===== config.mk =====
export PLATFORM = sky130hd
export DESIGN_NAME = rail_guard
export DESIGN_NICKNAME = d
export VERILOG_FILES = /design/src/rtl/rg_pkg.sv /design/src/rtl/rg_uv_monitor.sv /design/src/rtl/rg_chan_guard.sv /design/src/rtl/rail_guard.sv
export SDC_FILE = /design/constraint.sdc
export NUM_CORES = 1
export LEC_CHECK = 0
export ABC_CLOCK_PERIOD_IN_PS = 3500
export BUFFER_PORTS_ARGS = -buffer_cell sky130_fd_sc_hd__buf_2
export CORE_UTILIZATION = 55
export DETAILED_ROUTE_END_ITERATION = 16
export PLACE_DENSITY = 0.81
export SYNTH_ARGS = -nofsm -noshare
export SYNTH_HDL_FRONTEND = slang
export SYNTH_HIERARCHICAL = 1
export SYNTH_SLANG_ARGS = --single-unit

===== constraint.sdc =====
create_clock -name clk -period 3.5 [get_ports clk]
set_input_delay 0.35 -clock clk [delete_from_list [all_inputs] [get_ports clk]]
set_output_delay 0.35 -clock clk [all_outputs]
set_load 0.1 [all_outputs]

===== src/rtl/rg_pkg.sv =====
package rg_pkg;
  typedef enum logic [1:0] {
    CH_RUN     = 2'd0,
    CH_OV_HOLD = 2'd1,
    CH_OC_WAIT = 2'd2
  } ch_state_t;
endpackage


===== src/rtl/rg_uv_monitor.sv =====
module rg_uv_monitor #(
  parameter int NSENSE = 2,
  parameter int VW     = 8
) (
  input  logic                 clk,
  input  logic                 rst,
  input  logic [NSENSE*VW-1:0] vin_bus,
  input  logic [VW-1:0]        warn_lvl,
  input  logic [VW-1:0]        fault_lvl,
  input  logic                 auto_restart,
  input  logic                 dev_off,
  input  logic                 clr_pulse,
  output logic [NSENSE-1:0]    warn_stk,
  output logic [NSENSE-1:0]    fault_stk,
  output logic                 uv_lock
);
  logic [NSENSE-1:0] below_warn, below_fault, above_warn;

  for (genvar j = 0; j < NSENSE; j++) begin : g_pt
    logic [VW-1:0] rd;
    assign rd             = vin_bus[j*VW +: VW];
    assign below_warn[j]  = rd < warn_lvl;
    assign below_fault[j] = rd < fault_lvl;
    assign above_warn[j]  = rd > warn_lvl;
  end

  always_ff @(posedge clk) begin
    if (rst) begin
      warn_stk  <= '0;
      fault_stk <= '0;
      uv_lock   <= 1'b0;
    end else begin
      warn_stk  <= (clr_pulse ? '0 : warn_stk) | below_warn;
      fault_stk <= (clr_pulse ? '0 : fault_stk) | below_fault;
      if (|below_fault)
        uv_lock <= 1'b1;
      else if ((&above_warn) && (auto_restart || dev_off))
        uv_lock <= 1'b0;
    end
  end
endmodule


===== src/rtl/rg_chan_guard.sv =====
module rg_chan_guard #(
  parameter int RESTART_MS = 200
) (
  input  logic clk,
  input  logic rst,
  input  logic tick_ms,
  input  logic host_en,
  input  logic glob_off,
  input  logic ov,
  input  logic oc,
  output logic off
);
  import rg_pkg::*;
  localparam int CW = (RESTART_MS > 1) ? $clog2(RESTART_MS) : 1;
  localparam logic [CW-1:0] LAST = CW'(RESTART_MS - 1);

  ch_state_t     st;
  logic [CW-1:0] cnt;

  always_ff @(posedge clk) begin
    if (rst) begin
      st  <= CH_RUN;
      cnt <= '0;
    end else if (!host_en) begin
      st  <= CH_RUN;
      cnt <= '0;
    end else begin
      unique case (st)
        CH_RUN: begin
          if (ov) st <= CH_OV_HOLD;
          else if (oc && !glob_off) begin
            st  <= CH_OC_WAIT;
            cnt <= '0;
          end
        end
        CH_OV_HOLD: st <= CH_OV_HOLD;
        CH_OC_WAIT: begin
          if (ov) st <= CH_OV_HOLD;
          else if (glob_off) begin
            st  <= CH_RUN;
            cnt <= '0;
          end else if (tick_ms) begin
            if (cnt == LAST) begin
              st  <= CH_RUN;
              cnt <= '0;
            end else begin
              cnt <= cnt + 1'b1;
            end
          end
        end
        default: st <= CH_RUN;
      endcase
    end
  end

  assign off = (st != CH_RUN);
endmodule


===== src/rtl/rail_guard.sv =====
module rail_guard #(
  parameter int NCH        = 4,
  parameter int NSENSE     = 2,
  parameter int VW         = 8,
  parameter int RESTART_MS = 200
) (
  input  logic                 clk,
  input  logic                 rst,
  input  logic                 tick_ms,
  input  logic [NSENSE*VW-1:0] vin_bus,
  input  logic [VW-1:0]        warn_lvl,
  input  logic [VW-1:0]        fault_lvl,
  input  logic                 auto_restart,
  input  logic                 overtemp,
  input  logic [NCH-1:0]       ov_flag,
  input  logic [NCH-1:0]       oc_flag,
  input  logic [NCH-1:0]       host_en,
  input  logic                 clr_pulse,
  output logic [NCH-1:0]       ch_en,
  output logic                 warn_irq,
  output logic [NSENSE-1:0]    uv_warn,
  output logic [NSENSE-1:0]    uv_fault,
  output logic                 ot_fault,
  output logic [NCH-1:0]       ov_fault,
  output logic [NCH-1:0]       oc_fault
);
  logic           dev_off, uv_lock, ot_lock, glob_off;
  logic [NCH-1:0] ch_off;

  assign dev_off  = ~|host_en;
  assign glob_off = uv_lock | ot_lock;

  rg_uv_monitor #(.NSENSE(NSENSE), .VW(VW)) u_uv (
    .clk(clk), .rst(rst), .vin_bus(vin_bus), .warn_lvl(warn_lvl),
    .fault_lvl(fault_lvl), .auto_restart(auto_restart), .dev_off(dev_off),
    .clr_pulse(clr_pulse), .warn_stk(uv_warn), .fault_stk(uv_fault),
    .uv_lock(uv_lock)
  );

  for (genvar i = 0; i < NCH; i++) begin : g_ch
    rg_chan_guard #(.RESTART_MS(RESTART_MS)) u_guard (
      .clk(clk), .rst(rst), .tick_ms(tick_ms), .host_en(host_en[i]),
      .glob_off(glob_off), .ov(ov_flag[i]), .oc(oc_flag[i] & ~ch_off[i]),
      .off(ch_off[i])
    );
  end

  always_ff @(posedge clk) begin
    if (rst) begin
      ot_lock  <= 1'b0;
      ot_fault <= 1'b0;
      ov_fault <= '0;
      oc_fault <= '0;
      warn_irq <= 1'b0;
      ch_en    <= '0;
    end else begin
      if (overtemp)     ot_lock <= 1'b1;
      else if (dev_off) ot_lock <= 1'b0;
      ot_fault <= (clr_pulse ? 1'b0 : ot_fault) | overtemp;
      ov_fault <= (clr_pulse ? '0 : ov_fault) | ov_flag;
      oc_fault <= (clr_pulse ? '0 : oc_fault) | oc_flag;
      warn_irq <= |uv_warn;
      ch_en    <= host_en & ~ch_off & {NCH{~glob_off}};
    end
  end
endmodule


# == Yosys cells after proc, flatten, opt, wreduce, memory -nomap -nowiden ==
# Index checks and enable logic that the tools add are counted.
# W data, S select, Z words.
# word_totals
register_bits,60
in_bits,50
out_inout_bits,18
elab_cells,192
# op_classes
addsub,4
n_lt_le_gt_ge,6
n_eq_ne,41
mux,65
bitwise,22
n_reduce_logical,37
# ops
cell,count
$mux W8,24
$pmux W8 S2,4
$mux W2,26
$add A8 B1 Y8 const B,4
$eq A8 B8 Y1 const B,4
$lt A8 B8 Y1,4
$ne A3 B2 Y1 const B,8
$pmux W2 S3,4
$reduce_and A5 Y1,4
$ne A2 B2 Y1 const B,9
$reduce_bool A2 Y1,9
$gt A8 B8 Y1,2
$ne A4 B2 Y1 const B,4
$ne A4 B3 Y1 const B,4
$reduce_and A3 Y1,4
$reduce_or A2 Y1,6
$not A1 Y1,9
$and A4 B4 Y4,2
$eq A2 B1 Y1 const B,4
$eq A2 B2 Y1 const B,4
$logic_not A2 Y1,4
$mux W4,2
$ne A2 B1 Y1 const B,4
$or A4 B4 Y4,2
other kinds (10),24

# == Longest topological paths before layout ==
# depth
depth_word,7
depth_mapped,8
mapped_depth_nobuf,8

# == Cells and area by module ==
# Netlist, hierarchy kept.
# by_module_without_submodules
module,instances,cells_per_inst,area_per_inst_um2,seq_area_each_um2
rg_chan_guard (g_ch[0].u_guard ...),3,58,540.5,200.2
rg_uv_monitor,1,103,870.8,100.1
rail_guard,1,58,549.3,300.3
rg_chan_guard (g_ch[1].u_guard),1,60,541.8,200.2

# == Worst setup path after synthesis ==
# OpenSTA, ideal clock, no wires.
# synth_timing
path_type,reg2reg
startpoint,reg g_ch[2].u_guard.st[0]
endpoint,reg g_ch[2].u_guard.cnt[5]
setup_ps,71
t_arrival_ps,1720
required_ps,3429
setup_slack_ps,1709
stages_incl_launch_ff,7
n_path_buf,0
synth_period_minus_slack_ps,1791
path_cell_list,dfxtp_1 or2_2 nor2_1 and2b_1 o22ai_2 or4_1 a21oi_1
# synth_between
elab_chain_cells,6
elab_cells_between_ends,13
classes_between,eq/ne (5); mux (1); bitwise (2); reduce/logical (5)
# synth_rtl
item,line_no,rtl
from (decl),rg_chan_guard.sv:17,ch_state_t st;
from (signal assigned),rg_chan_guard.sv:22,st <= CH_RUN;
from (signal assigned),rg_chan_guard.sv:25,st <= CH_RUN;
from (signal assigned),rg_chan_guard.sv:30,if (ov) st <= CH_OV_HOLD;
$reduce_bool A2 Y1,rg_chan_guard.sv:56,assign off = (st != CH_RUN);
named net ch_off[2],rail_guard.sv:28,logic [NCH-1:0] ch_off;
$not A1 Y1,rail_guard.sv:43,".glob_off(glob_off), .ov(ov_flag[i]), .oc(oc_flag[i] & ~ch_off[i]),"
$and A1 B1 Y1,rail_guard.sv:43,
$logic_and A1 B1 Y1,rg_chan_guard.sv:31,else if (oc && !glob_off) begin
$ne A2 B1 Y1 (no source line),--,
$reduce_and A5 Y1 (no source line),--,
to (signal assigned),rg_chan_guard.sv:47,cnt <= cnt + 1'b1;
to (decl),rg_chan_guard.sv:18,logic [CW-1:0] cnt;
# The timed path passes the listed nets, and every way through them passes these cells.
# A chain may end at the register's enable or synchronous reset.

# == Final worst setup path ==
# layout_timing
startpoint,reg g_ch[2].u_guard.st[0]
endpoint,reg g_ch[2].u_guard.cnt[6]
# The elaborated chain is that of the path after synthesis.

==> impl_metrics.json <==
{
  "rsz0062_at_grt": "false",
  "p_sw_share_pct": 29.77,
  "cp.arrival_ps": 2300,
  "overflow": 0,
  "wl_per_cell_um": 14.64,
  "maxCapViolCount": 0,
  "final_common_cell": "buf_2",
  "internal_power_mw": 1.228,
  "slew_violations": 0,
  "clkTransAtPathRegs_ps": 70,
  "rrSetupSlack_ps": 1480,
  "min_period_ps": 2024,
  "fmax_ghz": 0.4941,
  "critPathCaptureType": "flop",
  "hp-class": "in2reg",
  "cts_buffer_depth": 2,
  "tightestPinTransition_ps": 586.7,
  "slew_headroom_pct": 60.53,
  "required_ps": 3770,
  "die_h_um": 82.72,
  "sequentialPowerShare_pct": 41.1,
  "grt_usage_pct": 25.09,
  "grt_pass1_wl_um": 13020,
  "grt_pass1_vias": 3044,
  "ir_worst_vdd_mv": 0.4374,
  "cts_tree": "done",
  "status": "complete, no violations",
  "cts-buffers-inserted": 9,
  "cp_slowest_stage_delay_ps": 540,
  "postRouteAntennaNets": 0,
  "core-area_mm2": 0.006314,
  "num_rows": 29,
  "synth_area_leader_cell": "dfxtp_1",
  "drive_above_1_share_pct": 25.79,
  "worst-path-max-fanout": 10,
  "ys_warn_count": 6,
  "postCtsSetupBuffers": 0,
  "syn_nets": 479,
  "fillers": 517,
  "cts.repair.resized": 0,
  "synth_area_leaders": "dfxtp_1, ha_1, a21oi_1",
  "combPwrFrac_pct": 19.3,
  "crit_path_cell_trace": "or2_2 -> nor2_1 -> and2b_1 -> o22ai_2 -> or4_1 -> a21oi_1",
  "synthCells": 395,
  "synth_edf_count": 0,
  "yosysUniqueCellTypes": 49,
  "post-route-drc-count": 0,
  "grt_max_degree": 23,
  "hpwl_um": 6127,
  "drtPass1Iterations": 4,
  "synthFlopType": "dfxtp_1",
  "syn2layout_area_growth_pct": 18.02,
  "initial_core_util_pct": 56.76,
  "cts_sinks": 60,
  "setup_violations": 0,
  "gp_congestion": 0.8662,
  "yosysTopAreaCellShare_pct": 33.52,
  "hold_buffers": 0,
  "placed_cell_area_mm2": 0.004011,
  "hold_viol": 0,
  "clk_latency_ps": 350,
  "io_pins": 68,
  "cp-start-kind": "flop",
  "p_sw_uw": 520.6,
  "critPathKind": "reg2reg",
  "path_buf_inv": 0,
  "ys_ff_latch": 60,
  "power.static_leakage_nw": 1.834,
  "ys_seq_area_share_pct": 33.52,
  "portBuffers": 67,
  "fin_crit_sh_pct": 57.82,
  "die_w_um": 82.72,
  "clkPwrFrac_pct": 39.5,
  "drt-total-wl_um": 8112,
  "powerDensity_mw_per_mm2": 413.5,
  "fin_nets": 556,
  "final_area_mm2": 0.004229,
  "diodes": 0,
  "h-tree-depth": 3,
  "netlist_area_mm2": 0.003583,
  "critical_path.slowest_cell": "or4_1",
  "setup-tns-final_ps": 0,
  "vias": 3258,
  "vias_per_cell": 5.881,
  "async_reset_ff_share_pct": 0,
  "drt_iter0_markers": 125,
  "mostFrequentLayoutCells": "buf_2, dfxtp_1, a21oi_1",
  "synth.avg_cell_area_um2": 9.072,
  "die_area_mm2": 0.006842,
  "finalClockSkew_ps": 8.960,
  "crit_family": "simple AND/OR/NAND/NOR gates",
  "antenna_found_initial": 0,
  "cts_root_buffer": "clkbuf_8"
}
-- tightest hold or removal path, cell delays in order --
cell and delay, ps:
buf_2 80, inv_1 40, a21oi_1 100
-- through the flow --
stage          hold WS (ps)  worst slack, ps  util [%]  cells  power, mW
4_1_cts               263.7             1477     66.98    554      1.756
3_5_place_dp          447.4             1518     63.54    538      1.072
3_3_place_gp          443.3             1611     63.54    538      1.063
6_report              262.6             1476     66.98    554      1.749
5_1_grt               287.0             1289     66.98    554      1.814
2_1_floorplan         419.1             1709         -    395     0.9790
-- power by group through the flow --
stage / combinational [mW] / sequential, mW / clock, mW
3_3_place_gp: 0.330 / 0.733 / 0
5_1_grt: 0.367 / 0.722 / 0.725
3_5_place_dp: 0.338 / 0.734 / 0
6_report: 0.338 / 0.719 / 0.691
2_1_floorplan: 0.141 / 0.838 / 0
4_1_cts: 0.339 / 0.719 / 0.698
-- layer usage --
metal | share of wire (%) | global-route usage [%] | up-vias
met1 | 43 | 27.54 | 1475
met3 | 6.3 | 7.253 | 18
met4 | 1.8 | 10.86 | 0
met2 | 49 | 44.59 | 119
li1 | - | - | 1646
met5 | 0 | 0 | -
-- cells by family after synthesis --
kind of cell / after synthesis / synth area share (%)
AO/OA/AOI/OAI: 108 / 20.78
XOR/XNOR: 4 / 0.9776
adder cells (fa/ha/maj): 34 / 11.87
buffers and inverters: 32 / 3.352
flip-flops: 60 / 33.52
multiplexers: 8 / 2.235
AND/OR/NAND/NOR: 149 / 27.27
-- layout make-up --
type | instances | area, um2 | share of cell area (%)
multi-input combinational | 303 | 2262 | 53.49
sequential | 60 | 1201 | 28.40
timing repair buffer | 67 | 335.3 | 7.929
clock buffer | 12 | 145.1 | 3.432
inverter | 31 | 116.4 | 2.751
tap | 77 | 96.34 | 2.278
clock inverter | 4 | 72.57 | 1.716
-- synthesized netlist by cell type, types with 5 or more instances --
master / instances
dfxtp_1: 60
a21oi_1: 46
ha_1: 34
inv_1: 31
nor2_1: 27
nand2b_1: 17
or4_1: 17
o21ai_0: 16
nand4_1: 15
nand2_1: 12
o31ai_1: 12
nand3_1: 10
mux2i_1: 8
or3_2: 6
a211oi_1: 5
-- final timing paths --
| check | depth (start not counted) | endpoint | from |
|---|---|---|---|
| min reg2reg | 2 | u_uv/fault_stk[0] | u_uv/fault_stk[0] |
| max | 6 | g_ch[2].u_guard/cnt[6] | g_ch[2].u_guard/st[0] |
| min | 3 | oc_fault[2] | oc_flag[2] |
| max reg2reg | 6 | g_ch[2].u_guard/cnt[6] | g_ch[2].u_guard/st[0] |
-- state kept, by name, summed over array words and instances, names as in the netlist, 2 cells and up --
name,cells
g_ch.u_guard/cnt,32
g_ch.u_guard/st,8
ch_en,4
oc_fault,4
ov_fault,4
u_uv/fault_stk,2
u_uv/warn_stk,2
Power figures use the tool's default switching activity.
